$ cat src/rtl/trdx_pkg.sv
package trdx_pkg;
  typedef enum logic [1:0] {
    ST_HDR = 2'd0,
    ST_TAG = 2'd1,
    ST_PAY = 2'd2
  } rx_state_e;
endpackage

$ cat src/rtl/trdx_tag_match.sv
module trdx_tag_match #(
  parameter int unsigned NUM_TAGGED = 4,
  parameter int unsigned DATA_W     = 32,
  parameter int unsigned QIDX_W     = 3
) (
  input  logic [NUM_TAGGED-1:0][DATA_W-1:0] tags_i,
  input  logic [DATA_W-1:0]                 key_i,
  output logic [QIDX_W-1:0]                 qidx_o
);
  // scan high to low so the lowest matching index is assigned last
  always_comb begin
    qidx_o = QIDX_W'(NUM_TAGGED);
    for (int i = NUM_TAGGED - 1; i >= 0; i--) begin
      if (tags_i[i] == key_i) qidx_o = QIDX_W'(i);
    end
  end
endmodule

$ cat src/rtl/trdx_fifo.sv
module trdx_fifo #(
  parameter int unsigned DEPTH  = 25,
  parameter int unsigned DATA_W = 32
) (
  input  logic              clk_i,
  input  logic              rst_ni,
  input  logic              push_i,
  input  logic [DATA_W-1:0] wdata_i,
  input  logic              pop_i,
  output logic [DATA_W-1:0] rdata_o,
  output logic              valid_o,
  output logic              full_o
);
  localparam int unsigned PTR_W = (DEPTH > 1) ? $clog2(DEPTH) : 1;
  localparam int unsigned CNT_W = $clog2(DEPTH + 1);

  logic [DATA_W-1:0] mem_q [DEPTH];
  logic [PTR_W-1:0]  wr_ptr_q, rd_ptr_q;
  logic [CNT_W-1:0]  cnt_q;
  logic              do_push, do_pop;

  assign valid_o = (cnt_q != '0);
  assign full_o  = (cnt_q == CNT_W'(DEPTH));
  assign do_push = push_i && !full_o;
  assign do_pop  = pop_i && valid_o;
  assign rdata_o = mem_q[rd_ptr_q];

  function automatic logic [PTR_W-1:0] bump(input logic [PTR_W-1:0] p);
    return (p == PTR_W'(DEPTH - 1)) ? '0 : p + PTR_W'(1);
  endfunction

  always_ff @(posedge clk_i or negedge rst_ni) begin
    if (!rst_ni) begin
      wr_ptr_q <= '0;
      rd_ptr_q <= '0;
      cnt_q    <= '0;
    end else begin
      if (do_push) wr_ptr_q <= bump(wr_ptr_q);
      if (do_pop)  rd_ptr_q <= bump(rd_ptr_q);
      if (do_push && !do_pop)      cnt_q <= cnt_q + CNT_W'(1);
      else if (do_pop && !do_push) cnt_q <= cnt_q - CNT_W'(1);
    end
  end

  always_ff @(posedge clk_i) begin
    if (do_push) mem_q[wr_ptr_q] <= wdata_i;
  end
endmodule

$ cat src/rtl/trdx_rx_parser.sv
module trdx_rx_parser
  import trdx_pkg::*;
#(
  parameter int unsigned DATA_W = 32,
  parameter int unsigned LEN_W  = 8,
  parameter int unsigned NUM_Q  = 5,
  parameter int unsigned QIDX_W = 3
) (
  input  logic              clk_i,
  input  logic              rst_ni,
  input  logic [DATA_W-1:0] data_i,
  input  logic              valid_i,
  output logic              ready_o,
  input  logic [QIDX_W-1:0] match_qidx_i,
  input  logic [NUM_Q-1:0]  full_i,
  output logic [NUM_Q-1:0]  push_o,
  output rx_state_e         state_o
);
  rx_state_e         state_q;
  logic [LEN_W-1:0]  remain_q;
  logic [QIDX_W-1:0] sel_q;
  logic              accept;

  assign state_o = state_q;
  assign ready_o = (state_q != ST_PAY) || !full_i[sel_q];
  assign accept  = valid_i && ready_o;

  always_comb begin
    push_o = '0;
    if (state_q == ST_PAY && accept) push_o[sel_q] = 1'b1;
  end

  always_ff @(posedge clk_i or negedge rst_ni) begin
    if (!rst_ni) begin
      state_q  <= ST_HDR;
      remain_q <= '0;
      sel_q    <= '0;
    end else if (accept) begin
      unique case (state_q)
        ST_HDR: begin
          remain_q <= data_i[LEN_W-1:0];
          state_q  <= ST_TAG;
        end
        ST_TAG: begin
          sel_q   <= match_qidx_i;
          state_q <= (remain_q == '0) ? ST_HDR : ST_PAY;
        end
        ST_PAY: begin
          remain_q <= remain_q - LEN_W'(1);
          if (remain_q == LEN_W'(1)) state_q <= ST_HDR;
        end
        default: state_q <= ST_HDR;
      endcase
    end
  end
endmodule

$ cat src/rtl/tagged_rx_demux.sv
module tagged_rx_demux #(
  parameter int unsigned DATA_W      = 32,
  parameter int unsigned NUM_TAGGED  = 4,
  parameter int unsigned TOTAL_WORDS = 128,
  parameter int unsigned LEN_W       = 8,
  localparam int unsigned NUM_Q      = NUM_TAGGED + 1,
  localparam int unsigned Q_DEPTH    = TOTAL_WORDS / NUM_Q,
  localparam int unsigned QIDX_W     = $clog2(NUM_Q),
  localparam int unsigned TSEL_W     = (NUM_TAGGED > 1) ? $clog2(NUM_TAGGED) : 1
) (
  input  logic                    clk_i,
  input  logic                    rst_ni,
  input  logic [DATA_W-1:0]       in_data_i,
  input  logic                    in_valid_i,
  output logic                    in_ready_o,
  input  logic                    tag_we_i,
  input  logic [TSEL_W-1:0]       tag_sel_i,
  input  logic [DATA_W-1:0]       tag_wdata_i,
  input  logic [NUM_Q-1:0]        q_pop_i,
  output logic [NUM_Q*DATA_W-1:0] q_data_o,
  output logic [NUM_Q-1:0]        q_valid_o,
  output logic                    irq_o
);
  logic [NUM_TAGGED-1:0][DATA_W-1:0] tags_q;
  logic [QIDX_W-1:0]                 match_qidx;
  logic [NUM_Q-1:0]                  push, full;
  trdx_pkg::rx_state_e               parser_state;

  always_ff @(posedge clk_i or negedge rst_ni) begin
    if (!rst_ni)       tags_q <= '0;
    else if (tag_we_i) tags_q[tag_sel_i] <= tag_wdata_i;
  end

  trdx_tag_match #(
    .NUM_TAGGED(NUM_TAGGED), .DATA_W(DATA_W), .QIDX_W(QIDX_W)
  ) u_match (
    .tags_i(tags_q), .key_i(in_data_i), .qidx_o(match_qidx)
  );

  trdx_rx_parser #(
    .DATA_W(DATA_W), .LEN_W(LEN_W), .NUM_Q(NUM_Q), .QIDX_W(QIDX_W)
  ) u_parser (
    .clk_i(clk_i), .rst_ni(rst_ni),
    .data_i(in_data_i), .valid_i(in_valid_i), .ready_o(in_ready_o),
    .match_qidx_i(match_qidx), .full_i(full),
    .push_o(push), .state_o(parser_state)
  );

  for (genvar g = 0; g < NUM_Q; g++) begin : g_q
    trdx_fifo #(.DEPTH(Q_DEPTH), .DATA_W(DATA_W)) u_fifo (
      .clk_i(clk_i), .rst_ni(rst_ni),
      .push_i(push[g]), .wdata_i(in_data_i),
      .pop_i(q_pop_i[g]),
      .rdata_o(q_data_o[g*DATA_W +: DATA_W]),
      .valid_o(q_valid_o[g]),
      .full_o(full[g])
    );
  end

  assign irq_o = q_valid_o[NUM_Q-1];
endmodule

$ cat config.mk
export PLATFORM = sky130hd
export DESIGN_NAME = tagged_rx_demux
export DESIGN_NICKNAME = d
export VERILOG_FILES = /design/src/rtl/trdx_pkg.sv /design/src/rtl/trdx_tag_match.sv /design/src/rtl/trdx_fifo.sv /design/src/rtl/trdx_rx_parser.sv /design/src/rtl/tagged_rx_demux.sv
export SDC_FILE = /design/constraint.sdc
export NUM_CORES = 2
export LEC_CHECK = 0
export BUFFER_PORTS_ARGS = -buffer_cell sky130_fd_sc_hd__buf_2
export CAP_MARGIN = 20
export CORE_MARGIN = 3
export CORE_UTILIZATION = 45
export CTS_CLUSTER_SIZE = 24
export DETAILED_ROUTE_END_ITERATION = 12
export SLEW_MARGIN = 20
export SYNTH_ARGS = -nofsm -noshare
export SYNTH_HDL_FRONTEND = slang
export SYNTH_SLANG_ARGS = --single-unit
$ cat constraint.sdc
create_clock -name clk_i -period 3.33 [get_ports clk_i]
set_input_delay 0.1665 -clock clk_i [delete_from_list [all_inputs] [get_ports clk_i]]
set_output_delay 0.1665 -clock clk_i [all_outputs]
set_load 0.005 [all_outputs]
==> impl_metrics.yaml <==
route:
  num_vias: 81300
  drcViolationCount: 0
  wl_per_cell_um: 31.8
  wirelength_um: 440000
  via_per_inst: 5.88
  first_pass_iters: 5
  antenna_left: 0
  drt_iter0_drc: 9306
outcome:
  status: "finished, violations left"
  violations: "setup timing"
floorplan:
  io_pins: 242
  core_area_um2: 363000
  die_area_um2: 372000
  die_x_um: 610
  row_count: 221
  die_y_um: 610
  initial_core_util_pct: 45.3
logic_synthesis:
  synth_top_area_share_pct: 73.1
  syn_inst: 7639
  netlist_top_cells_area: "edfxtp_1 (73%), mux4_2 (15%), dfrtp_1 (3.3%), mux2_2 (1.8%), nand2_1 (1.7%)"
  ys_async_sr_fraction_pct: 5.12
  yosys.area.top_type: "edfxtp_1"
  ys_seq_elements: 4216
  avgSynthCellArea_um2: 21.5
  syn_nets: 7773
  yosysUniqueCellTypes: 51
  ys_warn_count: 0
  syn-cell-area_um2: 164000
  synth_edf_count: 4000
  yosysSeqAreaShare_pct: 76.4
  ys.flop_type: "edfxtp_1"
sta:
  hold_slack_ns: 0.0788
  grt_setup_unrepaired: "yes"
  relSlewSlack_pct: 24.5
  fmax_ghz: 0.277
  max_slew.worst_pin.slew_ns: 1.13
  hold_violations: 0
  period_needed_ns: 3.61
  finalSetupViolCount: 159
  drv_slew: 0
  setup_ws_ns: -0.279
  final.setup.tns_ns: -25.92
  finalClockSkew_ns: 0.0568
  final.period_utilization_pct: 108
pwr:
  p_per_area_nw_per_um2: 666
  irDropWorstVdd_uv: 605
  p_leak_nw: 64.2
placement:
  gp_congestion: 0.815
  dpl.cell_count: 12700
  dpl_cell_area_um2: 176000
  dp_hpwl_um: 246000
  io_buffers: 241
cts:
  cts.clk_slew.worst_paths_ns: 0.06
  numCtsBuffers: 428
  cts_root_buffer: "clkbuf_16"
  cts_max_path_buffers: 4
  cts_sinks: 4216
  cts_tree: "done"
  htreeDepth: 5
  clock_latency_ns: 0.98
final_layout:
  nNetsFinal: 8793
  fin_area_um2: 198000
  drive_above_1_share_pct: 36.5
  fillers: 27200
  final_cells: 13800
  area_growth_pct: 20.3
  fin_util_pct: 54.5
setup_path:
  path_class: "flop to output pin"
  cpMostUsedCell: "mux4_2"
  cp_max_fo: 7
  worstPathArrival_ns: 3.44
  r2r_setup_slack_ns: 0.16
  r2r_cells: 12
  cp_num_buf_inv: 3
  crit_slowest_cell: "mux4_2"
  cp_cell_sequence: "clkbuf_16 -> buf_16 -> mux4_2 -> mux4_2 -> mux2_2 -> buf_2"
  worst_r2r_endpoint: "g_q[4].u_fifo.cnt_q[4]"
  crit_family: "multiplexers"
  cp-end-kind: "output pin"
  cp_slowest_stage_delay_ns: 0.55
  critPathLaunchType: "flop"
  rr_startpoint: "g_q[4].u_fifo.cnt_q[0]"
  crit_required_ns: 3.16
hold_path:
  min-delay-start: "tag_wdata_i[2]"
  hold_path_end: "tags_q[34]"
  worstHoldPathType: "primary input to flop"
  hold-path-cell-count: 3
global_routing:
  grt_use_met2_pct: 39.2
  overflow: 0
  antenna_found_initial: 40
  grt_usage_pct: 23.4
  grt_busiest_layer: "met2"
  met1_usage_pct: 32.1
  grt_max_degree: 124
  use_met3_pct: 3.17
  grt_pass1_vias: 83500
  grt_pass1_wl_um: 624000
job:
  cap_viol_max_count: 0
[registers in the layout, summed over array words and instances, names as in the netlist]
| register | count |
|---|---|
| tags_q | 128 |
| g_q.u_fifo.cnt_q | 25 |
| u_parser.state_o | 2 |
| u_parser.remain_q | 8 |
| g_q.u_fifo.wr_ptr_q | 25 |
| u_parser.sel_q | 3 |
| g_q.u_fifo.rd_ptr_q | 25 |
| g_q.u_fifo.mem_q | 4000 |
[layout make-up]
cell class              instances  area (um2)  share of cell area (%)
diodes                         17        42.5                  0.0215
flip-flops and latches       4216      126000                    63.5
clock inverters               223        2120                    1.07
clock buffers                 562       11500                    5.81
repair buffers                984       12800                    6.49
well taps                    4794        6000                    3.03
multi-input cells            2976       39500                    20.0
inverters                      53         208                   0.105
[how the worst max path moves through the flow]
stage,cells after the start,start,endpoint
finish,6,g_q[3].u_fifo.rd_ptr_q[0],q_data_o[107]
global route,7,g_q[3].u_fifo.rd_ptr_q[0],q_data_o[113]
CTS,6,g_q[3].u_fifo.rd_ptr_q[0],q_data_o[97]
detailed placement,12,g_q[4].u_fifo.cnt_q[0],g_q[4].u_fifo.cnt_q[4]
global placement,12,g_q[4].u_fifo.cnt_q[0],g_q[4].u_fifo.cnt_q[4]
floorplan,8,u_parser.sel_q[2],g_q[2].u_fifo.mem_q[12][0]
[synth_stat cells (18+ instances only)]
cell         n
buf_2       98
buf_1       56
xnor2_1    101
nor3_1      18
clkbuf_1   207
nand3_1     34
ha_1        54
a21oi_1     28
xor2_1      52
edfxtp_1  4000
nor2_1     151
mux2i_1    116
nand2_1    723
inv_1       46
mux4_2    1106
buf_6       25
o21ai_1     64
nand4_1     30
dfrtp_1    216
mux2_2     256
o21ai_0     97
[worst reg2reg max path, stage by stage, from the launching register on]
cell,delay [ns]
dfrtp_1,0.42
nor3_1,0.20
nand2_1,0.32
and2_1,0.46
inv_1,0.24
ha_1,0.27
inv_1,0.13
ha_1,0.31
a21o_1,0.17
a21oi_1,0.16
xnor2_1,0.14
nor2_1,0.07
xor2_1,0.15
[repair_timing]
| item | CTS | global route |
|---|---|---|
| pin swaps | 54 | 59 |
| gates cloned | 70 | 32 |
| buffers inserted | 128 | 46 |
| gates resized for setup | 534 | 282 |
| hold endpoints to repair | 1841 | 0 |
| hold buffers | 88 | 0 |
| endpoints found under the setup margin | 160 | 160 |
[layout by cell type, fill, tap and decap left out, types with 16 or more instances in the layout]
master         synthesis  routed
nor4_1                16      16
a21oi_1               28      28
nand2_1              723     538
nor2_1               151      28
edfxtp_1            4000    4000
buf_16                 0      75
o21ai_2                0      17
o21ai_1               64      59
bufinv_16              0      32
buf_8                  0      16
nand3_1               34      34
ha_1                  54      54
buf_6                 25     169
clkinv_1               4      92
mux2i_1              116      63
nand2_2                0     155
buf_4                  8     287
nor2_4                 0     123
inv_1                 46      43
dfrtp_1              216     192
clkinv_2               0      68
buf_12                 0     215
dfrtp_4                0      17
o21ai_0               97      77
mux4_2              1106    1106
nor3_1                18      18
dlygate4sd3_1          0      87
clkbuf_16              0     462
buf_2                 98     105
mux2_4                 0      90
mux2i_2                0      23
nand4_1               30      30
xnor2_1              101     101
mux2i_4                0      30
clkbuf_1             207     113
mux2_2               256     166
xor2_1                52      52
diode_2                0      17
nand2_4                0      30
[stage by stage]
stage | setup slack (ns) | power, mW
floorplan | -0.110 | 72.0
global placement | 0.162 | 80.0
detailed placement | 0.242 | 80.2
CTS | -0.364 | 132
global route | -0.363 | 136
finish | -0.279 | 132
[power breakdown]
part,total [mW],switching [mW],internal [mW]
Combinational,25.2,12.9,12.3
Clock,46.8,20.1,26.8
Sequential,59.6,0.800,58.8
Total,132,33.8,97.9
[cell families after synthesis]
family                     synth area share (%)
muxes                                      17.6
DFF                                        76.4
xor gates and xnor gates                  0.815
and+or+nand+nor                            2.58
buffers and inverters                      1.23
adders and majority gates                 0.472
AOI/OAI and AO/OA                         0.907
[metal layers]
layer / vias up / part of all wire, %
li1: 33500 / -
met1: 44100 / 40
met2: 3108 / 50
met3: 605 / 6.8
met4: 12 / 3.1
met5: - / 0.017
(Power assumes the default switching activity.)
